### src/rtl/fpcmp_pkg.sv
package fpcmp_pkg;
   typedef enum logic [1:0] {
      REL_LT = 2'd0,
      REL_EQ = 2'd1,
      REL_GT = 2'd2,
      REL_UN = 2'd3
   } rel_e;

   localparam int SP_EXP_W  = 8;
   localparam int SP_FRAC_W = 23;
   localparam int DP_EXP_W  = 11;
   localparam int DP_FRAC_W = 52;
   localparam int SP_W      = SP_EXP_W + SP_FRAC_W + 1;
   localparam int DP_W      = DP_EXP_W + DP_FRAC_W + 1;
   localparam int PRED_W    = 3;
endpackage

### src/rtl/fpc_operand.sv
module fpc_operand #(
   parameter int EXP_W  = 8,
   parameter int FRAC_W = 23,
   localparam int W     = EXP_W + FRAC_W + 1
) (
   input  logic [W-1:0] val_i,
   output logic         sign_o,
   output logic         nan_o,
   output logic         snan_o,
   output logic         zero_o,
   output logic [W-2:0] mag_o
);
   logic [EXP_W-1:0]  exp_f;
   logic [FRAC_W-1:0] frac_f;

   assign exp_f  = val_i[W-2:FRAC_W];
   assign frac_f = val_i[FRAC_W-1:0];
   assign sign_o = val_i[W-1];
   assign mag_o  = val_i[W-2:0];
   assign nan_o  = (&exp_f) && (|frac_f);
   assign snan_o = nan_o && !frac_f[FRAC_W-1];
   assign zero_o = ~|val_i[W-2:0];
endmodule

### src/rtl/fpc_path.sv
module fpc_path
   import fpcmp_pkg::*;
#(
   parameter int EXP_W  = 8,
   parameter int FRAC_W = 23,
   localparam int W     = EXP_W + FRAC_W + 1
) (
   input  logic [W-1:0] a_i,
   input  logic [W-1:0] b_i,
   output rel_e         rel_o,
   output logic         snan_o
);
   logic         sa, sb, na, nb, qa, qb, za, zb;
   logic [W-2:0] ma, mb;

   fpc_operand #(.EXP_W(EXP_W), .FRAC_W(FRAC_W)) u_opa (
      .val_i(a_i), .sign_o(sa), .nan_o(na), .snan_o(qa), .zero_o(za), .mag_o(ma));
   fpc_operand #(.EXP_W(EXP_W), .FRAC_W(FRAC_W)) u_opb (
      .val_i(b_i), .sign_o(sb), .nan_o(nb), .snan_o(qb), .zero_o(zb), .mag_o(mb));

   always_comb begin
      if (na || nb)              rel_o = REL_UN;
      else if (za && zb)         rel_o = REL_EQ;
      else if (sa != sb)         rel_o = sa ? REL_LT : REL_GT;
      else if (ma == mb)         rel_o = REL_EQ;
      else if ((ma < mb) ^ sa)   rel_o = REL_LT;
      else                       rel_o = REL_GT;
   end

   assign snan_o = qa || qb;
endmodule

### src/rtl/fpc_predicate.sv
module fpc_predicate
   import fpcmp_pkg::*;
(
   input  logic [PRED_W-1:0] code_i,
   input  rel_e              rel_i,
   output logic              hit_o
);
   always_comb begin
      unique case (rel_i)
         REL_UN:  hit_o = code_i[0];
         REL_EQ:  hit_o = code_i[1];
         REL_LT:  hit_o = code_i[2];
         default: hit_o = 1'b0;
      endcase
   end
endmodule

### src/rtl/fpcmp_unit.sv
module fpcmp_unit
   import fpcmp_pkg::*;
#(
   parameter int OP_W          = 64,
   parameter int STAT_W        = 32,
   parameter int CODE_W        = 4,
   parameter int COND_BIT      = 29,
   parameter bit ENABLE_DOUBLE = 1'b1
) (
   input  logic              clk,
   input  logic              rst_n,
   input  logic              start_i,
   input  logic              dbl_i,
   input  logic [CODE_W-1:0] pred_i,
   input  logic [OP_W-1:0]   opa_i,
   input  logic [OP_W-1:0]   opb_i,
   input  logic [STAT_W-1:0] status_i,
   output logic              done_o,
   output logic              cond_o,
   output logic [STAT_W-1:0] status_o,
   output logic              invalid_o
);
   localparam int CLR_LO = COND_BIT - 1;
   localparam int CLR_HI = COND_BIT + 2;

   if (CODE_W < PRED_W) begin : g_chk_code
      $error("CODE_W must be at least %0d", PRED_W);
   end
   if (CLR_LO < 0 || CLR_HI >= STAT_W) begin : g_chk_stat
      $error("COND_BIT leaves no room for the cleared field");
   end
   if (OP_W < (ENABLE_DOUBLE ? DP_W : SP_W)) begin : g_chk_op
      $error("OP_W too narrow for the enabled formats");
   end

   rel_e rel_sp, rel_dp, rel_sel;
   logic inv_sp, inv_dp, inv_sel;
   logic hit;
   logic [STAT_W-1:0] merged;

   fpc_path #(.EXP_W(SP_EXP_W), .FRAC_W(SP_FRAC_W)) u_sp (
      .a_i(opa_i[SP_W-1:0]), .b_i(opb_i[SP_W-1:0]), .rel_o(rel_sp), .snan_o(inv_sp));

   if (ENABLE_DOUBLE) begin : g_dp
      fpc_path #(.EXP_W(DP_EXP_W), .FRAC_W(DP_FRAC_W)) u_dp (
         .a_i(opa_i[DP_W-1:0]), .b_i(opb_i[DP_W-1:0]), .rel_o(rel_dp), .snan_o(inv_dp));
   end else begin : g_no_dp
      assign rel_dp = rel_sp;
      assign inv_dp = inv_sp;
   end

   assign rel_sel = dbl_i ? rel_dp : rel_sp;
   assign inv_sel = dbl_i ? inv_dp : inv_sp;

   fpc_predicate u_pred (
      .code_i(pred_i[PRED_W-1:0]), .rel_i(rel_sel), .hit_o(hit));

   for (genvar i = 0; i < STAT_W; i++) begin : g_merge
      if (i == COND_BIT) begin : g_cond
         assign merged[i] = hit;
      end else if (i >= CLR_LO && i <= CLR_HI) begin : g_clr
         assign merged[i] = 1'b0;
      end else begin : g_keep
         assign merged[i] = status_i[i];
      end
   end

   always_ff @(posedge clk or negedge rst_n) begin
      if (!rst_n) begin
         done_o    <= 1'b0;
         cond_o    <= 1'b0;
         status_o  <= '0;
         invalid_o <= 1'b0;
      end else begin
         done_o <= start_i;
         if (start_i) begin
            cond_o    <= hit;
            status_o  <= merged;
            invalid_o <= inv_sel;
         end
      end
   end
endmodule

### config.mk
export PLATFORM = sky130hd
export DESIGN_NAME = fpcmp_unit
export DESIGN_NICKNAME = d
export VERILOG_FILES = /design/src/rtl/fpcmp_pkg.sv /design/src/rtl/fpc_operand.sv /design/src/rtl/fpc_path.sv /design/src/rtl/fpc_predicate.sv /design/src/rtl/fpcmp_unit.sv
export SDC_FILE = /design/constraint.sdc
export NUM_CORES = 1
export LEC_CHECK = 0
export CORE_MARGIN = 4
export CORE_UTILIZATION = 41
export CTS_CLUSTER_DIAMETER = 50
export DETAILED_ROUTE_END_ITERATION = 7
export GPL_TIMING_DRIVEN = 0
export PLACE_DENSITY = 0.95
export SLEW_MARGIN = 10
export SYNTH_ARGS = -nofsm -noshare
export SYNTH_HDL_FRONTEND = slang
export SYNTH_SLANG_ARGS = --single-unit
### constraint.sdc
create_clock -name clk -period 1.3 [get_ports clk]
set_clock_uncertainty 0.15 [all_clocks]
set_input_delay 0.26 -clock clk [delete_from_list [all_inputs] [get_ports clk]]
set_output_delay 0.26 -clock clk [all_outputs]
set_load 0.005 [all_outputs]
==> out/metrics.csv <==
stage,metric,value,unit
outcome,outcome,"complete, but fails checks",
outcome,violations,setup timing,
drt,routed.top_layer,met4,
cells_and_area,final_layout_size_suffix_gt1_frac,0.4783,
logic_synthesis,ys_top_cells_by_count,"inv_1 (65), ha_1 (63), dfrtp_1 (31), nor4_1 (30)",
sta,fmax,380.3,MHz
cells_and_area,fin_nets,876,
pwr,peakVddDrop,0.0004115,V
logic_synthesis,synth_largest_area_cell,ha_1,
placed_design,placed_area,0.005657,mm2
cts,clkLatencyLatePin,280,ps
job,max_cap_viol_count,0,
logic_synthesis,postSynthAreaPerCell,8.668,um2
worst_setup_path,critPathKind,primary input to flop,
logic_synthesis,yosysUniqueCellTypes,44,
sta,tns,-2355,ps
global_routing,grt_max_degree,32,
drt,drt-initial-drc-count,181,
pwr,p_leak,3.015,nW
placed_design,placedCellCount,684,
logic_synthesis,yosys-top-cells-area,"ha_1 (24%), dfrtp_1 (23%), mux2_2 (9.4%)",
sta,rsz0062_at_grt,true,
cells_and_area,area_growth_syn_to_layout,90.20,%
worst_setup_path,end_kind,flop,
floorplanning,start_util,0.4263,
worst_setup_path,cp.arrival,2690,ps
cts,cts_max_level,2,
floorplanning,dieArea,0.009670,mm2
drt,wl_met1,5.370,mm
cts,clockRootBuffer,clkbuf_8,
global_routing,grt_pass1_vias,4651,
placed_design,io_buffers,194,
sta,finalSetupViolCount,4,
floorplanning,die_y,98.34,um
pwr,p_per_area,615.2,mW/mm2
logic_synthesis,synth_area,0.003346,mm2
min_path,hold_path_class,primary input to flop,
sta,period_minus_slack,2630,ps
logic_synthesis,syn_inst,386,
logic_synthesis,synth_most_common_cell,inv_1,
drt,viasPerCell,5.844,
cells_and_area,stdcell_count,748,
logic_synthesis,synth_top_area_frac,0.2356,
drt,wl_met3,1.084,mm
drt,first_pass_iters,5,
placed_design,post-place-ws,-2183,ps
global_routing,antenna_found_initial,0,
drt,route.detailed.drc,0,
placed_design,gp_congestion,0.8979,
sta,worst_pin_slew,650.0,ps
cts,cts_buffer_depth,2,
drt,drt-total-wl,15.25,mm
sta,fin_ws,-1330,ps
logic_synthesis,synth-seq-cells,31,
sta,whs,101.5,ps
floorplanning,pin_count,203,
logic_synthesis,synth-main-ff-cell,dfrtp_1,
floorplanning,die_x,98.34,um
sta,min_period_over_period,2.023,
cts,clkTransAtPathRegs,60,ps
logic_synthesis,seq_area_frac_synth,0.2319,
logic_synthesis,synth-warning-count,0,
placed_design,dp_hpwl,10.68,mm
logic_synthesis,async_flop_share,1.000,
global_routing,grt_usage,0.2997,
global_routing,gr-total-overflow,0,
sta,hold_violations,0,
sta,slew_violations,0,
worst_setup_path,start_kind,primary input,
floorplanning,rows,32,
worst_setup_path,cp_max_fo,2,
global_routing,grt_pass1_wl,23.25,mm
drt,wl_met2,7.931,mm
logic_synthesis,synth_edf_count,0,
cells_and_area,n_antenna_cell,0,
worst_setup_path,required,1360,ps
cts,cts_num_sinks,31,
floorplanning,coreArea,0.007848,mm2
cts,cts_tree,done,
sta,slew_headroom,0.5666,
drt,detail_route.wl_per_cell,20.38,um
cts,numCtsBuffers,5,
cells_and_area,final_area,0.006364,mm2
drt,drtAntennaViolNets,0,
drt,vias,4371,
path summary, 6_finish.rpt:
check	startpoint	endpoint	slack, ps	cells after the start
hold reg to reg	status_o[18]	status_o[18]	360	1
setup / recovery	opa_i[9]	cond_o	-1330	11
setup reg to reg	status_o[4]	status_o[4]	120	3
max in group asynchronous	rst_n	invalid_o	190	2
hold / removal	start_i	done_o	100	1
min in group asynchronous	rst_n	status_o[7]	400	2
cell families (layout without fill, tap and decap cells):
group | count (synthesis) | count (layout) | share of synthesized area
AOI/OAI and AO/OA | 60 | 60 | 0.1163
xor gates and xnor gates | 1 | 1 | 0.002618
adders and majority gates | 63 | 63 | 0.2356
buffers and inverters | 73 | 331 | 0.08639
DFF | 31 | 31 | 0.2319
muxes | 30 | 30 | 0.1021
other | 1 | 3 | 0.001121
and+or+nand+nor | 127 | 127 | 0.2240
power breakdown:
part | switching (mW) | internal (mW) | leakage [nW]
logic | 0.815 | 1.01 | 2.59
clock network | 0.358 | 0.619 | 0.0612
registers | 0.0533 | 1.06 | 0.365
total | 1.23 | 2.69 | 3.01
through the flow:
| stage | utilization | power [mW] |
|---|---|---|
| floorplan | - | 1.739 |
| global route | 0.8109 | 4.138 |
| detailed placement | 0.7208 | 2.721 |
| global placement | 0.7215 | 2.651 |
| finish | 0.8109 | 3.915 |
| CTS | 0.8171 | 3.847 |
cell type report:
cell class              count  area [um2]
plain buffers               7       71.32
clock buffers               6       82.58
clock inverters             2       35.03
fillers                   486        1484
inverters                  65       266.5
multi-input cells         284        3008
flip-flops and latches     31       775.7
well taps                 102       127.6
repair buffers            251        1997
sequential cells by signal, summed over array words and instances, names as in the netlist:
name	count
done_o	1
cond_o	1
status_o	28
invalid_o	1
worst max-delay path: stages:
cell,delay [ps]
dlygate4sd2_1,270
ha_2,210
a21oi_2,140
nor2_1,50
a211o_1,330
a221oi_4,340
a311oi_4,160
a211oi_2,270
mux2_4,340
and3_4,170
o221ai_2,140
metal layers:
layer	GRT usage	vias to the layer above
li1	-	1963
met1	0.3180	2066
met2	0.5606	268
met3	0.06214	74
met4	0.1397	0
met5	0	-
what timing repair did:
action,in CTS,in global routing
setup buffers,44,15
resized for setup,402,118
setup endpoints to repair,62,26
pin swaps,51,34
hold endpoints to repair,31,0
hold buffers,1,0
placed cells by master (no fill, tap or decap), types with 4 or more instances in the layout:
| master | instances |
|---|---|
| a211oi_1 | 4 |
| buf_2 | 27 |
| clkdlybuf4s50_1 | 47 |
| clkbuf_2 | 56 |
| o21ai_0 | 6 |
| inv_4 | 4 |
| mux2_2 | 28 |
| nor4_1 | 20 |
| a21oi_1 | 22 |
| buf_6 | 19 |
| ha_4 | 40 |
| inv_2 | 29 |
| inv_1 | 31 |
| a21o_1 | 6 |
| nand2_1 | 19 |
| ha_1 | 22 |
| nor4_4 | 5 |
| nor3_1 | 5 |
| clkbuf_8 | 7 |
| dlymetal6s2s_1 | 11 |
| dfrtp_1 | 31 |
| buf_4 | 58 |
| nor2_1 | 8 |
| dlygate4sd2_1 | 31 |
| nor4_2 | 7 |
| nand4_1 | 28 |
| nand3_1 | 13 |
Note: power is estimated with default switching activity, not from simulation.
